==> config.mk <==
export PLATFORM = sky130hd
export DESIGN_NAME = frame_strobe_gen
export DESIGN_NICKNAME = d
export VERILOG_FILES = /design/src/rtl/frame_strobe_pkg.sv /design/src/rtl/fsg_pulse_timer.sv /design/src/rtl/fsg_stall_watch.sv /design/src/rtl/frame_strobe_gen.sv
export SDC_FILE = /design/constraint.sdc
export NUM_CORES = 1
export LEC_CHECK = 0
export BUFFER_PORTS_ARGS = -buffer_cell sky130_fd_sc_hd__buf_2
export CELL_PAD_IN_SITES_DETAIL_PLACEMENT = 2
export CELL_PAD_IN_SITES_GLOBAL_PLACEMENT = 2
export CORE_ASPECT_RATIO = 0.9
export CORE_MARGIN = 2
export CORE_UTILIZATION = 31
export CTS_CLUSTER_SIZE = 30
export DETAILED_ROUTE_END_ITERATION = 12
export PLACE_DENSITY = 0.87
export RECOVER_POWER = 25
export SLEW_MARGIN = 15
export SYNTH_ARGS = -nofsm -noshare
export SYNTH_HDL_FRONTEND = slang
export SYNTH_HIERARCHICAL = 1
export SYNTH_SLANG_ARGS = --single-unit
==> constraint.sdc <==
create_clock -name clk -period 3 [get_ports clk]
set_clock_uncertainty 0.15 [all_clocks]
set_input_delay 0.3 -clock clk [delete_from_list [all_inputs] [get_ports clk]]
set_output_delay 0.3 -clock clk [all_outputs]
set_load 0.01 [all_outputs]
==> src/rtl/frame_strobe_pkg.sv <==
package frame_strobe_pkg;

    localparam int PW_W = 16;
    localparam int WC_W = 16;

    typedef logic [PW_W-1:0] pw_t;
    typedef logic [WC_W-1:0] wc_t;

    typedef enum logic [2:0] {
        S_IDLE  = 3'd0,
        S_FRAME = 3'd1,
        S_GAP   = 3'd2,
        S_WAIT  = 3'd3,
        S_READ  = 3'd4
    } state_t;

    // Zero-valued widths are raised to one tick.
    function automatic pw_t clamp_pw(input pw_t w);
        return (w == '0) ? pw_t'(1) : w;
    endfunction

    function automatic wc_t clamp_wc(input wc_t w);
        return (w == '0) ? wc_t'(1) : w;
    endfunction

endpackage

==> src/rtl/fsg_pulse_timer.sv <==
module fsg_pulse_timer #(
    parameter int W = 16
) (
    input  logic         clk,
    input  logic         rst,
    input  logic         load,
    input  logic [W-1:0] load_val,
    output logic         last
);
    logic [W-1:0] cnt_q;

    always_ff @(posedge clk) begin
        if (rst)
            cnt_q <= '0;
        else if (load)
            cnt_q <= load_val;
        else if (cnt_q > W'(1))
            cnt_q <= cnt_q - W'(1);
    end

    assign last = (cnt_q == W'(1));
endmodule

==> src/rtl/fsg_stall_watch.sv <==
module fsg_stall_watch #(
    parameter int LIMIT = 1625000
) (
    input  logic clk,
    input  logic rst,
    input  logic run,
    output logic expired
);
    localparam int CW = $clog2(LIMIT + 1);
    localparam logic [CW-1:0] LAST = CW'(LIMIT - 1);

    logic [CW-1:0] cnt_q;

    always_ff @(posedge clk) begin
        if (rst || !run)
            cnt_q <= '0;
        else if (cnt_q != LAST)
            cnt_q <= cnt_q + CW'(1);
    end

    assign expired = run && (cnt_q == LAST);
endmodule

==> src/rtl/frame_strobe_gen.sv <==
module frame_strobe_gen
    import frame_strobe_pkg::*;
#(
    parameter int MIN_GAP   = 3,
    parameter int TMO_TICKS = 1625000
) (
    input  logic        clk,
    input  logic        rst,
    input  logic        start_i,
    input  logic        abort_i,
    input  logic        fifo_empty_i,
    input  logic [15:0] frame_pw_i,
    input  logic [15:0] read_pw_i,
    input  logic [15:0] word_cnt_i,
    output logic        frame_pulse_o,
    output logic        rd_strobe_o,
    output logic        timeout_o
);
    localparam int  GAP_EFF = (MIN_GAP < 1) ? 1 : MIN_GAP;
    localparam pw_t GAP_LD  = pw_t'(GAP_EFF);

    state_t st_q, st_d;
    wc_t    words_q;
    logic   tmo_q;

    logic   t_load, t_last;
    pw_t    t_val;
    logic   words_load, words_dec, tmo_set, stall_exp;

    fsg_pulse_timer #(.W(PW_W)) u_timer (
        .clk      (clk),
        .rst      (rst),
        .load     (t_load),
        .load_val (t_val),
        .last     (t_last)
    );

    fsg_stall_watch #(.LIMIT(TMO_TICKS)) u_stall (
        .clk     (clk),
        .rst     (rst),
        .run     (st_q == S_WAIT),
        .expired (stall_exp)
    );

    always_comb begin
        st_d       = st_q;
        t_load     = 1'b0;
        t_val      = clamp_pw(frame_pw_i);
        words_load = 1'b0;
        words_dec  = 1'b0;
        tmo_set    = 1'b0;
        case (st_q)
            S_IDLE: if (start_i) begin
                st_d       = S_FRAME;
                t_load     = 1'b1;
                words_load = 1'b1;
            end
            S_FRAME: if (t_last) begin
                st_d   = S_GAP;
                t_load = 1'b1;
                t_val  = GAP_LD;
            end
            S_GAP: if (t_last) begin
                if (words_q == '0) begin
                    st_d       = S_FRAME;
                    t_load     = 1'b1;
                    words_load = 1'b1;
                end else begin
                    st_d = S_WAIT;
                end
            end
            S_WAIT: if (!fifo_empty_i) begin
                st_d   = S_READ;
                t_load = 1'b1;
                t_val  = clamp_pw(read_pw_i);
            end else if (stall_exp) begin
                st_d       = S_FRAME;
                t_load     = 1'b1;
                words_load = 1'b1;
                tmo_set    = 1'b1;
            end
            S_READ: if (t_last) begin
                st_d      = S_GAP;
                t_load    = 1'b1;
                t_val     = GAP_LD;
                words_dec = 1'b1;
            end
            default: st_d = S_IDLE;
        endcase
        if (abort_i) begin
            st_d       = S_IDLE;
            t_load     = 1'b0;
            words_load = 1'b0;
            words_dec  = 1'b0;
            tmo_set    = 1'b0;
        end
    end

    always_ff @(posedge clk) begin
        if (rst) begin
            st_q    <= S_IDLE;
            words_q <= '0;
            tmo_q   <= 1'b0;
        end else begin
            st_q <= st_d;
            if (words_load)
                words_q <= clamp_wc(word_cnt_i);
            else if (words_dec)
                words_q <= words_q - wc_t'(1);
            if (abort_i || (st_q == S_IDLE && start_i))
                tmo_q <= 1'b0;
            else if (tmo_set)
                tmo_q <= 1'b1;
        end
    end

    assign frame_pulse_o = (st_q == S_FRAME);
    assign rd_strobe_o   = (st_q == S_READ);
    assign timeout_o     = tmo_q;
endmodule

# After elaboration in Yosys (flattened, before gate mapping)
# Index checks and enable logic that the tools add are counted.
[classes]
addsub = 3
order_cmp = 1
n_mux = 32
n_eq_ne = 11
n_reduce_logical = 16
[op_table]
columns = ["operator", "n"]
rows = [
  ["2-to-1 mux 16 bit", 9],
  ["logical NOT 16 bit", 4],
  ["one-hot mux 16 bit (2 select lines)", 1],
  ["subtractor 16 x 1 -> 16 bit (second input constant)", 2],
  ["adder 21 x 1 -> 21 bit (second input constant)", 1],
  ["== test 21 bit (second input constant)", 1],
  ["inequality test 21 bit (second input constant)", 1],
  ["== test 16 x 1 -> 1 bit (second input constant)", 1],
  ["> comparator 16 x 1 -> 1 bit (second input constant)", 1],
  ["2-to-1 mux 3 bit", 5],
  ["2-to-1 mux 1 bit", 13],
  ["one-hot mux 3 bit (4 select lines)", 1],
  ["== test 3 x 2 -> 1 bit (second input constant)", 2],
  ["OR reduction 2 bit", 3],
  ["inequality test 2 bit (second input constant)", 2],
  ["one-hot mux 1 bit (4 select lines)", 1],
  ["AND reduction 4 bit", 1],
  ["nonzero test 2 bit", 2],
  ["== test 3 x 1 -> 1 bit (second input constant)", 1],
  ["== test 3 bit (second input constant)", 1],
  ["logical NOT 3 bit", 1],
  ["inequality test 3 bit (second input constant)", 1],
  ["one-hot mux 1 bit (3 select lines)", 1],
  ["logical AND 1 bit", 2],
  ["other kinds (4)", 5],
]
[totals]
ff_bits = 57
inputBits = 53
word_cells = 68
out_inout_bits = 3

# Logic depth before layout (Yosys ltp)
# Gate-level depths: netlist (run 1).
[depth]
word_depth = 7
depth_mapped = 16
depth_no_buf = 13

# Modules after synthesis
# The synthesis (run 1) kept the hierarchy.
[modules_own_cells]
columns = ["module", "seq_area_each_um2", "area_each_um2", "cells_per_inst", "n_inst"]
rows = [
  ["frame_strobe_gen", 400.4, 1674.1, 211, 1],
  ["fsg_stall_watch", 420.4, 1049.8, 125, 1],
  ["fsg_pulse_timer", 320.3, 965.9, 115, 1],
]

# Worst setup path after synthesis (run 1)
# OpenSTA, ideal clock, no wires.
[synth_timing]
path_type = "register to register"
start = "register u_stall.cnt_q[0]"
end = "register u_timer.cnt_q[10]"
period_less_slack_ns = 3.110
path_stages_with_launch = 17
t_required_ns = 2.781
arrival_time_ns = 2.891
path_buffers = 3
setup_slack_ns = -0.110
setup_ns = 0.069
path_cell_list = "dfxtp_1 -> ha_1 -> nor3b_1 -> and4_1 -> clkbuf_1 -> and3_1 -> inv_1 -> a21oi_1 -> o21ai_0 -> a21o_1 -> a31oi_1 -> clkbuf_1 -> inv_1 -> nor2_1 -> clkbuf_1 -> nand2_1 -> o21ai_1"
[synth_via]
elab_chain_len = 7
word_cells_on_any_way = 8
cone_classes = "1 x eq/ne; 5 x mux; 2 x reduce/logical"
[synth_lines]
columns = ["element", "line_no", "text"]
rows = [
  ["start: declaration", "fsg_stall_watch.sv:12", "logic [CW-1:0] cnt_q;"],
  ["start signal: assignment", "fsg_stall_watch.sv:18", "cnt_q <= cnt_q + CW'(1);"],
  ["== test 21 bit *", "fsg_stall_watch.sv:21", "assign expired = run && (cnt_q == LAST);"],
  ["logical AND 1 bit *", "fsg_stall_watch.sv:21", ""],
  ["via stall_exp", "frame_strobe_gen.sv:28", "logic words_load, words_dec, tmo_set, stall_exp;"],
  ["2-to-1 mux 1 bit *", "frame_strobe_gen.sv:76", "end else if (stall_exp) begin"],
  ["2-to-1 mux 1 bit *", "frame_strobe_gen.sv:72", "S_WAIT: if (!fifo_empty_i) begin"],
  ["one-hot mux 1 bit (4 select lines) *", "frame_strobe_gen.sv:52", "case (st_q)"],
  ["2-to-1 mux 1 bit *", "frame_strobe_gen.sv:90", "if (abort_i) begin"],
  ["via t_load", "frame_strobe_gen.sv:26", "logic t_load, t_last;"],
  ["2-to-1 mux 16 bit / nonzero test 2 bit (equally long branches)", "--", ""],
  ["end signal: assignment", "fsg_pulse_timer.sv:16", "cnt_q <= load_val;"],
  ["end signal: assignment", "fsg_pulse_timer.sv:18", "cnt_q <= cnt_q - W'(1);"],
  ["end: declaration", "fsg_pulse_timer.sv:10", "logic [W-1:0] cnt_q;"],
]
# The timed path passes the listed nets; every way through them passes the cells marked *.
# A chain may end at the register's enable or synchronous reset.

# Final worst setup path (run 1)
[layout_timing]
start = "register u_stall.cnt_q[0]"
end = "register u_timer.cnt_q[1]"
# Same word-level chain as after synthesis.

==> flow_metrics.tcl, run 1 <==
set metrics [dict create \
    outcome "complete, no violations" \
    slew_viol_final 0 \
    area_delta_synth_final_pct 26.2 \
    fin_nets 582 \
    met1_usage_pct 27.8 \
    reg2reg_slack_ns 0.13 \
    antenna_found_initial 0 \
    synth_flop_cell "dfxtp_1" \
    hold_class "in -> reg" \
    async_flop_share_pct 0 \
    grt_max_degree 33 \
    finalSetupViolations 0 \
    fin_crit_ns 2.87 \
    critPathCaptureType "flop" \
    wl_mm 14.5 \
    first_global_vias 4369 \
    final_util_pct 40.4 \
    drc 0 \
    cts_buffers 9 \
    path_buf_inv 3 \
    core_area_sq_um 11500 \
    crit_path_cell_trace "ha_2 -> nor3b_4 -> and4_1 -> and3_4 -> inv_1 -> a21oi_1 -> o21ai_0 -> a21o_1 -> a31oi_1 -> buf_4 -> buf_4 -> nor3_1 -> o21ai_0 -> o211ai_1" \
    ctsLongestPathBuffers 2 \
    timing.slew.headroom_pct 54.6 \
    internal_power_mw 2.08 \
    cts_tree "yes" \
    yosysSeqAreaShare_pct 30.9 \
    crit_path_max_incr_delay_ns 0.37 \
    clkSinkCount 57 \
    hold_viol 0 \
    synth-edff-count 0 \
    wl_per_cell_um 21.2 \
    chipHeight_um 108 \
    power_density_nw_per_um2 695 \
    portBuffers 55 \
    peakVddDrop_mv 0.358 \
    syn-num-nets 509 \
    start_kind "flop" \
    mostFrequentLayoutCells "dfxtp_1 (55), buf_2 (54), nand2_1 (45), nor2_1 (29), buf_4 (28)" \
    critical_path.startpoint "u_stall/cnt_q[0]" \
    clockPowerShare_pct 34.9 \
    fmax_ghz 0.348 \
    yosysUniqueCellTypes 69 \
    p_sw_share_pct 35.8 \
    die-area_sq_um 12800 \
    holdBufCountCts 0 \
    cp_slowest_cell "dfxtp_4" \
    ys_warn_count 6 \
    num_rows 37 \
    antenna_left 0 \
    dp_hpwl_mm 10.5 \
    mostFrequentLayoutCell "dfxtp_1" \
    ios 56 \
    rr_startpoint "u_stall/cnt_q[0]" \
    syn_area_per_cell_sq_um 8.18 \
    initial_core_util_pct 32.0 \
    via_count 3986 \
    worst_pin_slew_ns 0.681 \
    hold-worst-slack_ns 0.0607 \
    clkTransAtPathRegs_ns 0.05 \
    overflow 0 \
    seqPwrFrac_pct 31.5 \
    first_pass_iters 4 \
    busiest_layer "met2" \
    power_leakage_nw 1.73 \
    hold_start "word_cnt_i[6]" \
    drtIter0Drc 144 \
    drive_above_1_share_pct 25.5 \
    htree_levels 3 \
    die_x_um 119 \
    synthCells 451 \
    vias_per_cell 5.82 \
    power_mw 3.24 \
    grt_pass1_wl_mm 23.6 \
    required_ns 3.04 \
    grt_usage_pct 23.3 \
    cp.arrival_ns 2.91 \
    n_antenna_cell 0 \
    cts-root-buf "clkbuf_16" \
    met2_usage_pct 42.4 \
    insertion_delay_ns 0.34 \
    critical_path_class "reg -> reg" \
    path_delay_family "compound AO/OA/AOI/OAI gates" \
    ys_ff_latch 57 \
    use_met3_pct 4.82 \
    netlist_area_sq_um 3690 \
    maxCapViolCount 0 \
    pwr-share-comb_pct 33.5 \
    gp_congestion 0.832 \
    min_period_over_period_pct 95.8 \
    p_sw_mw 1.16 \
    critPathMaxFanout 6 \
]
## cell families after synthesis
family | after synthesis | share of synthesized area (%)
AO/OA/AOI/OAI | 109 | 20.7
XOR/XNOR | 24 | 5.70
adder cells (fa/ha/maj) | 5 | 1.70
buffers and inverters | 34 | 4.04
flip-flops | 57 | 30.9
multiplexers | 6 | 1.73
AND/OR/NAND/NOR | 216 | 35.3
## final cells by class
| cell class | count | area [sq um] |
|---|---|---|
| Sequential cell | 57 | 1150 |
| Clock buffer | 15 | 298 |
| Clock inverter | 1 | 30.0 |
| Multi-Input combinational cell | 360 | 2450 |
| Tap cell | 156 | 195 |
| Inverter | 12 | 45.0 |
| Fill cell | 1288 | 6870 |
| Timing Repair Buffer | 84 | 495 |
## worst paths after layout
| kind | end | cells after the start |
|---|---|---|
| max | u_timer/cnt_q[1] | 14 |
| min | words_q[6] | 2 |
| max reg2reg | u_timer/cnt_q[1] | 14 |
| min reg2reg | words_q[12] | 1 |
## per-layer routing
layer,vias to the layer above,wire [um]
li1,1855,-
met3,24,507
met2,77,7570
met5,-,0
met1,2030,6180
met4,0,274
## state kept, by name, summed over array words and instances, names as in the netlist
register       cells
u_stall/cnt_q     21
u_timer/cnt_q     16
words_q           16
st_q               3
timeout_o          1
## power groups by stage
stage / Sequential, mW / Clock (mW) / Combinational, mW
6_report: 1.02 / 1.13 / 1.09
5_1_grt: 1.04 / 1.18 / 1.19
4_1_cts: 1.02 / 1.14 / 1.01
3_5_place_dp: 1.04 / 0 / 0.996
3_3_place_gp: 1.02 / 0 / 0.949
2_1_floorplan: 0.997 / 0 / 0.708
## Yosys cell counts (all sizes together) (6+ instances only)
master   n  area share [%]
a22o    16             3.8
nand3   16             2.6
xnor2    7             1.7
nor3    19             2.7
xor2    17             4.0
nor4    24             6.4
nor2    32             3.3
inv     12             1.2
a221o    6             1.6
a21oi   22             3.0
dfxtp   57              31
nand2   45             4.6
and2     6             1.0
and3     6             1.0
or4     12             2.6
buf     11             1.7
clkbuf  11             1.1
nor2b    6             1.0
a31oi    8             1.5
nand4   19             3.2
o21ai   28             3.9
## worst reg2reg max path, cell delays in order, from the launching register on
cell and delay (ns):
dfxtp_4 0.37, ha_2 0.21, nor3b_4 0.27, and4_1 0.26, and3_4 0.21, inv_1 0.04
a21oi_1 0.12, o21ai_0 0.08, a21o_1 0.18, a31oi_1 0.19, buf_4 0.16, buf_4 0.15
nor3_1 0.07, o21ai_0 0.13, o211ai_1 0.13
## timing repair
item	in CTS	in global routing
resized for setup	3	14
pin swaps	0	4
setup endpoints to repair	18	21
gates cloned	0	1
buffers inserted	0	3
## through the flow
stage | TNS, ns | std cells | setup WS [ns] | area [sq um]
after CTS | 0 | 681 | 0.0333 | 4580
final | 0 | 685 | 0.127 | 4660
after floorplan | 0 | 451 | 0.0890 | 3690
after global routing | -0.116 | 685 | -0.0792 | 4660
after global placement | 0 | 665 | 0.165 | 4240
after detailed placement | -1.41 | 665 | -0.151 | 4240
(Power assumes the default switching activity.)
==> run 2, diff against run 1 <==
PLACE_DENSITY = 0.79   (was 0.87)
==> flow_metrics.tcl, run 2 (synthesized netlist as in run 1, its figures left out) <==
set metrics [dict create \
    mostFrequentLayoutCell "dfxtp_1" \
    critPathMaxFanout 6 \
    clkSinkCount 57 \
    ctsLongestPathBuffers 2 \
    seqPwrFrac_pct 32.6 \
    largest_reg_flops 21 \
    die-area_sq_um 12800 \
    vias_per_cell 5.89 \
    antenna_found_initial 0 \
    cts_buffers 9 \
    htree_levels 3 \
    grt_pass1_wl_mm 23.2 \
    path_delay_family "simple AND/OR/NAND/NOR gates" \
    critical_path_class "reg -> reg" \
    first_global_vias 4248 \
    pwr-share-comb_pct 36.5 \
    critPathCaptureType "flop" \
    mostFrequentLayoutCells "dfxtp_1 (56), buf_2 (53), nand2_1 (45), buf_4 (30), nor2_1 (29)" \
    ios 56 \
    crit_path_cell_trace "nand2_1 -> nor4_2 -> and3_2 -> inv_1 -> a21oi_1 -> o21ai_0 -> a21o_1 -> a31oi_1 -> buf_4 -> buf_4 -> buf_4 -> nor3_1 -> o21ai_0 -> o211ai_1" \
    outcome "complete, no violations" \
    cp.arrival_ns 2.98 \
    insertion_delay_ns 0.34 \
    r2r_cells 14 \
    endpoint "u_timer/cnt_q[0]" \
    num_rows 37 \
    clkTransAtPathRegs_ns 0.06 \
    drtIter0Drc 217 \
    path_buf_inv 4 \
    antenna_left 0 \
    grt_usage_pct 23.1 \
    grt_max_degree 32 \
    drive_above_1_share_pct 25.0 \
    hold_viol 0 \
    crit_path_max_incr_delay_ns 0.44 \
    drc 0 \
    peakVddDrop_mv 0.239 \
    min_period_over_period_pct 97.3 \
    initial_core_util_pct 32.0 \
    p_sw_mw 1.20 \
    n_antenna_cell 0 \
    cp_slowest_cell "nor4_2" \
    dp_hpwl_mm 10.6 \
    area_delta_synth_final_pct 25.4 \
    start_kind "flop" \
    placed_area_sq_um 4250 \
    internal_power_mw 1.93 \
    rsz0062_at_grt "yes" \
    wl_mm 15.4 \
    die_x_um 119 \
    reg2reg_slack_ns 0.08 \
    fin_crit_ns 2.92 \
    final_util_pct 40.1 \
    cts_tree "yes" \
    cts-root-buf "clkbuf_16" \
    slew_viol_final 0 \
    finalSetupViolations 0 \
    overflow 0 \
    fmax_ghz 0.342 \
    worst_pin_slew_ns 0.853 \
    required_ns 3.06 \
    p_sw_share_pct 38.3 \
    first_pass_iters 4 \
    power_leakage_nw 1.72 \
    worst-path-stages 14 \
    chipHeight_um 108 \
    largest-register "u_stall/cnt_q" \
    maxCapViolCount 0 \
    rr_endpoint "u_timer/cnt_q[0]" \
    largestRegisters "u_stall/cnt_q x21, u_timer/cnt_q x16, words_q x16" \
    fill_cells 1308 \
    wl_per_cell_um 22.5 \
    fin_nets 584 \
    critical_path.startpoint "u_stall/cnt_q[14]" \
    power_density_nw_per_um2 676 \
    hold_class "in -> reg" \
    rr_startpoint "u_stall/cnt_q[14]" \
    fin_area_sq_um 4630 \
    clockPowerShare_pct 30.9 \
    core_area_sq_um 11500 \
    cpMostUsedCell "buf_4" \
    gp_congestion 0.900 \
    via_count 4046 \
    timing.slew.headroom_pct 43.1 \
    portBuffers 55 \
]
run 2: metrics by stage:
step / TNS (ns) / setup slack, ns / instances / hold slack (ns) / power [mW]
after global placement: 0 / 0.159 / 666 / 0.316 / 2.00
after floorplan: 0 / 0.0890 / 451 / 0.288 / 1.71
after CTS: 0 / 0.00942 / 682 / 0.0666 / 3.07
after detailed placement: 0 / 0.00967 / 666 / 0.335 / 2.07
final: 0 / 0.0795 / 687 / 0.0678 / 3.13
after global routing: -0.624 / -0.0981 / 687 / 0.0660 / 3.30
run 2: worst reg2reg max path: stages (launching register included):
cell and delay [ns]:
dfxtp_1 0.40, nand2_1 0.19, nor4_2 0.44, and3_2 0.31, inv_1 0.05, a21oi_1 0.13, o21ai_0 0.08, a21o_1 0.18
a31oi_1 0.16, buf_4 0.17, buf_4 0.12, buf_4 0.10, nor3_1 0.05, o21ai_0 0.13, o211ai_1 0.14
run 2: area by class of cell:
type / count / area (sq um) / area share, %
Inverter: 12 / 45.0 / 0.973
Timing Repair Buffer: 86 / 509 / 11.0
Clock inverter: 2 / 12.5 / 0.270
Multi-Input combinational cell: 360 / 2460 / 53.1
Sequential cell: 57 / 1140 / 24.7
Clock buffer: 14 / 264 / 5.70
Tap cell: 156 / 195 / 4.22
run 2: power by group through the flow:
stage / Combinational, mW / Clock (mW) / Sequential, mW
5_1_grt: 1.25 / 1.02 / 1.04
3_3_place_gp: 0.987 / 0 / 1.02
3_5_place_dp: 1.04 / 0 / 1.03
2_1_floorplan: 0.708 / 0 / 0.997
6_report: 1.14 / 0.965 / 1.02
4_1_cts: 1.08 / 0.972 / 1.02
run 2: layer usage:
| layer | wire [um] | vias up | part of all wire, % | track usage (%) |
|---|---|---|---|---|
| met4 | 319 | 0 | 2.1 | 7.23 |
| met3 | 505 | 27 | 3.3 | 4.40 |
| met5 | 0 | - | 0 | 0 |
| met2 | 7890 | 103 | 51 | 40.6 |
| met1 | 6720 | 2060 | 44 | 28.5 |
| li1 | - | 1856 | - | - |
run 2: worst min-delay path by stage:
| stage | depth (start not counted) | slack (ns) | start | end |
|---|---|---|---|---|
| after CTS | 2 | 0.07 | word_cnt_i[6] | words_q[6] |
| after floorplan | 1 | 0.29 | word_cnt_i[15] | words_q[15] |
| after global routing | 2 | 0.07 | word_cnt_i[6] | words_q[6] |
| after global placement | 2 | 0.32 | u_stall/cnt_q[19] | u_stall/cnt_q[19] |
| after detailed placement | 2 | 0.33 | words_q[1] | words_q[1] |
| final | 2 | 0.07 | word_cnt_i[4] | words_q[4] |
run 2: what timing repair did:
item,in CTS,in global routing
buffers inserted,0,4
endpoints found under the setup margin,12,26
endpoints found under the hold margin,0,0
cloned,0,1
hold buffers,0,0
resized for setup,1,16
